### src/rtl/pwrseq_pkg.sv
package pwrseq_pkg;
  // strobes from the sequencing control to the event datapath
  typedef struct packed {
    logic hold;   // power-down: freeze all state
    logic rstOn;  // stretched reset active
  } ctlStrb_t;
endpackage

### src/rtl/pwrseq_ctrl.sv
module pwrseq_ctrl
  import pwrseq_pkg::*;
#(
  parameter int REF_CYC       = 24,
  parameter int OSC_START_CYC = 40
) (
  input  logic     clk,
  input  logic     sysRst,
  input  logic     pwrDown,
  input  logic     baseDir,
  input  logic     fltDir,
  input  logic     subDir,
  output logic     intRst,
  output logic     clkEn,
  output logic     oeBaseClk,
  output logic     oeFlt,
  output logic     oeSub,
  output ctlStrb_t strb
);
  localparam int POR_LOAD = REF_CYC + 1;
  localparam int PD_LOAD  = REF_CYC + OSC_START_CYC;
  localparam int MAX_LOAD = (POR_LOAD > PD_LOAD) ? POR_LOAD : PD_LOAD;
  localparam int CNT_W    = $clog2(MAX_LOAD + 1);
  localparam int N_OE     = 3;

  logic             pdQ;
  logic [CNT_W-1:0] rstCnt;
  logic [N_OE-1:0]  dirVec;
  logic [N_OE-1:0]  oeVec;

  // reset stretch: loaded on power-on and on power-down release, frozen while down
  always_ff @(posedge clk or posedge sysRst) begin
    if (sysRst) begin
      pdQ    <= 1'b0;
      rstCnt <= CNT_W'(POR_LOAD);
    end else begin
      pdQ <= pwrDown;
      if (pdQ && !pwrDown)
        rstCnt <= CNT_W'(PD_LOAD);
      else if (!pwrDown && rstCnt != '0)
        rstCnt <= rstCnt - 1'b1;
    end
  end

  assign intRst = (rstCnt != '0);
  assign clkEn  = ~pwrDown;

  assign dirVec = {subDir, fltDir, baseDir};
  for (genvar gi = 0; gi < N_OE; gi++) begin : g_oe
    assign oeVec[gi] = dirVec[gi] & ~pwrDown;
  end
  assign oeBaseClk = oeVec[0];
  assign oeFlt     = oeVec[1];
  assign oeSub     = oeVec[2];

  assign strb.hold  = pwrDown;
  assign strb.rstOn = intRst;
endmodule

### src/rtl/pwrseq_dpath.sv
module pwrseq_dpath
  import pwrseq_pkg::*;
#(
  parameter int FREQ_W          = 2,
  parameter int RATE_W          = 4,
  parameter int PEER_PULSE_CYC  = 8,
  parameter int AUDIO_PULSE_CYC = 4
) (
  input  logic              clk,
  input  logic              sysRst,
  input  ctlStrb_t          strb,
  input  logic [FREQ_W-1:0] freqSel,
  input  logic [RATE_W-1:0] rateSel,
  input  logic              baseDir,
  input  logic              fltDir,
  output logic              resyncPeer,
  output logic              resyncAudio
);
  localparam int WATCH_W = FREQ_W + RATE_W + 2;
  localparam int MAX_LEN = (PEER_PULSE_CYC > AUDIO_PULSE_CYC) ? PEER_PULSE_CYC : AUDIO_PULSE_CYC;
  localparam int PLS_W   = $clog2(MAX_LEN + 1);
  localparam int N_CH    = 2;

  logic [WATCH_W-1:0] watchNow, watchQ;
  logic               chgStrb;
  logic [N_CH-1:0]    pulseOut;

  assign watchNow = {freqSel, rateSel, fltDir, baseDir};

  // reference copies only move while the device is awake
  always_ff @(posedge clk or posedge sysRst) begin
    if (sysRst)          watchQ <= '0;
    else if (!strb.hold) watchQ <= watchNow;
  end

  assign chgStrb = (watchNow != watchQ) && !strb.hold;

  for (genvar gi = 0; gi < N_CH; gi++) begin : g_ch
    localparam int LEN = (gi == 0) ? PEER_PULSE_CYC : AUDIO_PULSE_CYC;
    logic [PLS_W-1:0] pCnt;
    always_ff @(posedge clk or posedge sysRst) begin
      if (sysRst)
        pCnt <= '0;
      else if (!strb.hold) begin
        if (chgStrb)          pCnt <= PLS_W'(LEN);
        else if (pCnt != '0)  pCnt <= pCnt - 1'b1;
      end
    end
    assign pulseOut[gi] = (pCnt != '0) || strb.rstOn;
  end

  assign resyncPeer  = pulseOut[0];
  assign resyncAudio = pulseOut[1];
endmodule

### src/rtl/pwrseq_resync.sv
module pwrseq_resync
  import pwrseq_pkg::*;
#(
  parameter int REF_CYC         = 24,
  parameter int OSC_START_CYC   = 40,
  parameter int FREQ_W          = 2,
  parameter int RATE_W          = 4,
  parameter int PEER_PULSE_CYC  = 8,
  parameter int AUDIO_PULSE_CYC = 4
) (
  input  logic              clk,
  input  logic              sysRst,
  input  logic              pwrDown,
  input  logic              baseDir,
  input  logic              fltDir,
  input  logic              subDir,
  input  logic [FREQ_W-1:0] freqSel,
  input  logic [RATE_W-1:0] rateSel,
  output logic              intRst,
  output logic              clkEn,
  output logic              oeBaseClk,
  output logic              oeFlt,
  output logic              oeSub,
  output logic              resyncPeer,
  output logic              resyncAudio
);
  ctlStrb_t strb;

  pwrseq_ctrl #(
    .REF_CYC(REF_CYC), .OSC_START_CYC(OSC_START_CYC)
  ) u_ctrl (
    .clk(clk), .sysRst(sysRst), .pwrDown(pwrDown),
    .baseDir(baseDir), .fltDir(fltDir), .subDir(subDir),
    .intRst(intRst), .clkEn(clkEn),
    .oeBaseClk(oeBaseClk), .oeFlt(oeFlt), .oeSub(oeSub),
    .strb(strb)
  );

  pwrseq_dpath #(
    .FREQ_W(FREQ_W), .RATE_W(RATE_W),
    .PEER_PULSE_CYC(PEER_PULSE_CYC), .AUDIO_PULSE_CYC(AUDIO_PULSE_CYC)
  ) u_dpath (
    .clk(clk), .sysRst(sysRst), .strb(strb),
    .freqSel(freqSel), .rateSel(rateSel),
    .baseDir(baseDir), .fltDir(fltDir),
    .resyncPeer(resyncPeer), .resyncAudio(resyncAudio)
  );
endmodule

### config.mk
export PLATFORM = sky130hd
export DESIGN_NAME = pwrseq_resync
export DESIGN_NICKNAME = d
export VERILOG_FILES = /design/src/rtl/pwrseq_pkg.sv /design/src/rtl/pwrseq_ctrl.sv /design/src/rtl/pwrseq_dpath.sv /design/src/rtl/pwrseq_resync.sv
export SDC_FILE = /design/constraint.sdc
export NUM_CORES = 1
export LEC_CHECK = 0
export BUFFER_PORTS_ARGS = -buffer_cell sky130_fd_sc_hd__buf_4
export CAP_MARGIN = 20
export CORE_MARGIN = 3
export CORE_UTILIZATION = 48
export DETAILED_ROUTE_END_ITERATION = 8
export PLACE_DENSITY = 0.69
export SETUP_SLACK_MARGIN = 0.1
export SYNTH_ARGS = -nofsm -noshare
export SYNTH_HDL_FRONTEND = slang
export SYNTH_SLANG_ARGS = --single-unit
### constraint.sdc
create_clock -name clk -period 4.1 [get_ports clk]
set_clock_uncertainty 0.15 [all_clocks]
set_input_delay 0 -clock clk [delete_from_list [all_inputs] [get_ports clk]]
set_output_delay 0 -clock clk [all_outputs]
set_load 0.01 [all_outputs]
# [Word-level counts from Yosys, hierarchy flattened]
# Cells that the tools add are included.
[op_classes] addsub=3 n_eq_ne=1 mux=6 n_bitwise=4 n_reduce_logical=14
[ops] op="$mux 4" count=4
[ops] op="$mux 7" count=2
[ops] op="$ne 8x8->1" count=1
[ops] op="$reduce_bool 4->1" count=2
[ops] op="$sub 4x1->4 const B" count=2
[ops] op="$reduce_bool 7->1" count=1
[ops] op="$sub 7x1->7 const B" count=1
[ops] op="$reduce_bool 2->1" count=3
[ops] op="$reduce_and 2->1" count=2
[ops] op="$and 1x1->1" count=3
[ops] op="$logic_and 1x1->1" count=3
[ops] op="$logic_or 1x1->1" count=2
[ops] op="$logic_not 1->1" count=1
[ops] op="$not 1->1" count=1
[word_totals] reg_bits=24 in_bits=12 output_inout_bits=7 word_cells=33

# [Longest topological paths before layout]
[logic_depth] depth_word=4 depth_mapped=6 depth_no_buf=6

# [Modules after synthesis]
# From an unflattened synthesis, not the netlist that was laid out.
[hier_totals] hier_cells=129 hier_area_um2=1337.5
[by_module_without_submodules] mod="pwrseq_dpath" instances=1 cells_each=78 area_each_um2=862.1 seq_area_each_um2=400.4
[by_module_without_submodules] mod="pwrseq_ctrl" instances=1 cells_each=51 area_each_um2=475.5 seq_area_each_um2=203.9

# [Worst setup path after synthesis]
# Ideal clock, no wire load.
[synth_path] path_kind="register -> register" from="register u_ctrl.rstCnt[2]" to="register u_ctrl.rstCnt[5]" setup_time_ps=122 arrival_ps=1393 t_required_ps=3828 setup_slack_ps=2436 stages_incl_launch_ff=6 n_path_buf=1 synth_period_minus_slack_ps=1664 path_cell_list="dfrtp_1 or3_1 buf_6 nor3_4 nor2_1 a32o_1"
[synth_between] elab_chain_cells=3 word_cells_on_any_way=6 cone_classes="add/sub: 1; mux: 2; reduce/logical: 3"
[synth_rtl] item="start, declared" line_no="pwrseq_ctrl.sv:27" rtl="logic [CNT_W-1:0] rstCnt;"
[synth_rtl] item="start signal, assigned" line_no="pwrseq_ctrl.sv:35" rtl="rstCnt <= CNT_W'(POR_LOAD);"
[synth_rtl] item="start signal, assigned" line_no="pwrseq_ctrl.sv:39" rtl="rstCnt <= CNT_W'(PD_LOAD);"
[synth_rtl] item="start signal, assigned" line_no="pwrseq_ctrl.sv:41" rtl="rstCnt <= rstCnt - 1'b1;"
[synth_rtl] item="$sub 7x1->7 / $reduce_bool 7->1 (equally long branches)" line_no="pwrseq_ctrl.sv:41, pwrseq_ctrl.sv:40"
[synth_rtl] item="$mux 7 / $logic_and 1x1->1 (equally long branches)" line_no="pwrseq_ctrl.sv:40" rtl="else if (!pwrDown && rstCnt != '0)"
[synth_rtl] item="$mux 7 / $reduce_bool 2->1 (equally long branches)"
# Parallel ways exist; a longest one is shown, timed or not. The select of a mux whose other input is x is not followed.
# A chain may end at the register's enable or synchronous reset.

# [Worst setup path after layout]
[layout_path] from="register u_ctrl.rstCnt[2]" to="output resyncPeer"
[layout_between] elab_chain_cells=2
[layout_rtl] item="$reduce_bool 7->1" line_no="pwrseq_ctrl.sv:45" rtl="assign intRst = (rstCnt != '0);"
[layout_rtl] item="$logic_or 1x1->1" line_no="pwrseq_dpath.sv:49" rtl="assign pulseOut[gi] = (pCnt != '0) || strb.rstOn;"
[layout_rtl] item="end, declared" line_no="pwrseq_resync.sv:24" rtl="output logic resyncPeer,"
# Every way passes these cells.

==> results.txt <==
Fill cells -> 201
status -> finished, final reports clean
crit-path cells -> or3_1, nor3_4, nand2_1, buf_4
VDD IR max -> 310 uV
CTS H-tree lvls -> 1
Synth warnings -> 0
routed vias -> 1043
dpl cell area -> 1500 sq um
pin count of the biggest net entering global routing -> 30
initial antenna violation count -> 0
max_slew headroom -> 40.8%
drc violations -> 0
clock transition at the registers of the reported paths -> 120 ps
Setup Viol. Count Final -> 0
post-synth top area share -> 38.9%
Post-Syn Area -> 1350 sq um
share of post-route cells with drive strength above 1 -> 24.3%
Cells after Synth -> 124
Die Area -> 3490 sq um
CP Data Required Time -> 3950 ps
number of global-route vias before repair -> 1041
Peak Freq -> 0.497 GHz
Synth-to-Final Area Change -> 21.2%
Unique masters post-synth -> 40
Power, Total -> 0.688 mW
sequential cell area -> 604 sq um
post-cts sizing count -> 0
Tcrit/Tclk final -> 49.1%
GR Util All Layers -> 16.5%
leading area contributor after synthesis -> dfrtp_1
WL/cell -> 13.9 microns
CTS Sinks -> 24
FF+latch count, synth -> 24
first-pass GRT wire length -> 4420 microns
max-cap viol count -> 0
gpl congestion -> 0.773
mean post-synth cell area -> 10.9 sq um
main area contributors after synthesis -> dfrtp_1, xor2_1, dfstp_2
RSZ-0062 raised after global routing -> no
Core Area -> 2570 sq um
EDFF count, synth -> 0
Critical Path AT -> 1860 ps
DRT Pass-1 Iters -> 4
Root Buffer -> clkbuf_4
post-synthesis sequential area ratio -> 44.7%
I/O Pins -> 19
critical path peak fanout -> 6
Routed Antenna Nets -> 0
max-slew violation count -> 0
Setup Total Neg Slack -> 0 ps
Critical Path End Type -> primary output
Worst Max-Slew Pin Slew -> 888 ps
share of flip-flops with an asynchronous set or reset -> 100%
footprint of the multi-input gates -> 684 sq um
slowest stage delay, CP -> 560 ps
Clk Latency, worst-skew pair -> 310 ps
final hold vios -> 0
ys flop type -> dfrtp_1
final WL -> 2530 microns
Static Leakage -> 0.716 nW
Final Instance Area -> 1640 sq um
1st-iter DRT viols -> 41
dpl hpwl -> 1810 microns
Die X -> 59.1 microns
Initial Utilization -> 52.7%
Nets -> 170
Hold Worst Slack -> 163 ps
Hold Path Depth -> 3
worst-case reg-to-reg path depth -> 4
Port-buffer cells -> 18
Setup Crit Path Kind -> reg2out
Via density -> 5.73
Die Ht -> 59.1 microns
GRT overflow -> 0
Setup crit start kind -> flip-flop
slowest cell on the critical path -> or3_1
CTS tree -> yes
Final Critical Period -> 2010 ps
Tightest Hold Check Type -> in2out
Post-Syn Nets -> 141
PD cells -> 420 nW/um^2
row count -> 18
diode count -> 0
clock tree buffer depth -> 2
TritonCTS Buffers -> 3
[final cells by class]
| cell class | count | share of cell area (%) |
|---|---|---|
| sequential | 24 | 36.9 |
| inverter | 11 | 2.52 |
| multi-input combinational | 85 | 41.8 |
| tap | 30 | 2.29 |
| timing repair buffer | 28 | 14.4 |
| clock buffer | 4 | 2.21 |
[flip-flops by register name (all words and copies together) (netlist names)]
name               flops
u_dpath.g_ch.pCnt      8
u_ctrl.pdQ             1
u_ctrl.rstCnt          7
u_dpath.watchQ         8
[final timing paths]
check	from	slack [ps]	to
min in group asynchronous	sysRst	280	u_dpath.watchQ[5]$_DFFE_PP0N_
setup / recovery	u_ctrl.rstCnt[2]$_DFFE_PP0P_	2090	resyncPeer
hold / removal	subDir	160	oeSub
hold reg to reg	u_ctrl.rstCnt[4]$_DFFE_PP1P_	350	u_ctrl.rstCnt[4]$_DFFE_PP1P_
max in group asynchronous	sysRst	2980	u_ctrl.pdQ$_DFF_PP0_
setup reg to reg	u_ctrl.rstCnt[3]$_DFFE_PP1P_	2250	u_ctrl.rstCnt[4]$_DFFE_PP1P_
[Yosys cell counts, types with 2 or more instances]
library cell  count
clkbuf_1          2
o22ai_1           3
nor3b_1           2
dfstp_2           3
nand2_1           8
nor2b_1           4
a21o_1            2
nor4_4            2
ha_1              5
o311ai_1          2
nor2_1            7
o21ai_0           2
o31ai_1           3
inv_1            10
mux2_2            6
nand2b_1          2
dfrtp_1          21
xor2_1           10
a31oi_1           2
a21oi_1           2
or3_1             7
[layer usage]
metal	track usage (%)	routed length, microns	vias up
met2	30.3	1340	26
met1	18.8	1050	518
met4	6.80	23	0
li1	-	-	497
met5	0	0	-
met3	2.61	108	2
[cells in the final DEF, fill, tap and decap left out, types with 2 or more instances in the layout]
master,synthesis,final
nand2_1,8,8
clkbuf_4,0,3
nand2b_1,2,2
o31ai_1,3,3
xor2_1,10,10
o21ai_0,2,2
o22ai_1,3,3
dfrtp_1,21,21
nor4_4,2,2
a21o_1,2,2
a31oi_1,2,2
or3_1,7,7
a21oi_1,2,2
dlygate4sd3_1,0,10
buf_4,0,18
o311ai_1,2,2
dfstp_2,3,3
nor3b_1,2,2
nor2b_1,4,4
mux2_2,6,6
nor2_1,7,7
inv_1,10,10
ha_1,5,5
[kinds of logic (layout without fill, tap and decap cells)]
logic type | count (synthesis) | after routing | share of synthesized area (%)
simple gates | 39 | 39 | 18.5
buf+inv | 15 | 43 | 4.72
compound gates | 23 | 23 | 14.6
mux | 7 | 7 | 5.74
fa+ha+maj | 5 | 5 | 4.63
xor+xnor | 11 | 11 | 7.12
flops | 24 | 24 | 44.7
[through the flow]
stage / worst slack (ps) / instances / utilization, %
after global routing: 1960 / 182 / 63.8
after floorplan: 2440 / 124 / -
final: 2090 / 182 / 63.8
after CTS: 2060 / 182 / 63.8
after detailed placement: 2270 / 168 / 58.5
after global placement: 2330 / 168 / 58.5
[critical path: cells and delay by family, from the launching register on]
family	cells	cell delay (ps)
buffers and inverters	1	170
DFF	1	440
and+or+nand+nor	3	950
[where the power goes]
part	total [mW]	internal [mW]	switching [mW]
Sequential	0.335	0.287	0.0483
Combinational	0.230	0.0996	0.130
Clock	0.123	0.0542	0.0689
[what timing repair did]
action                                 CTS  global route
setup buffers                            0             0
endpoints found under the hold margin   32             0
hold buffers                            10             0
(Power assumes the default switching activity.)
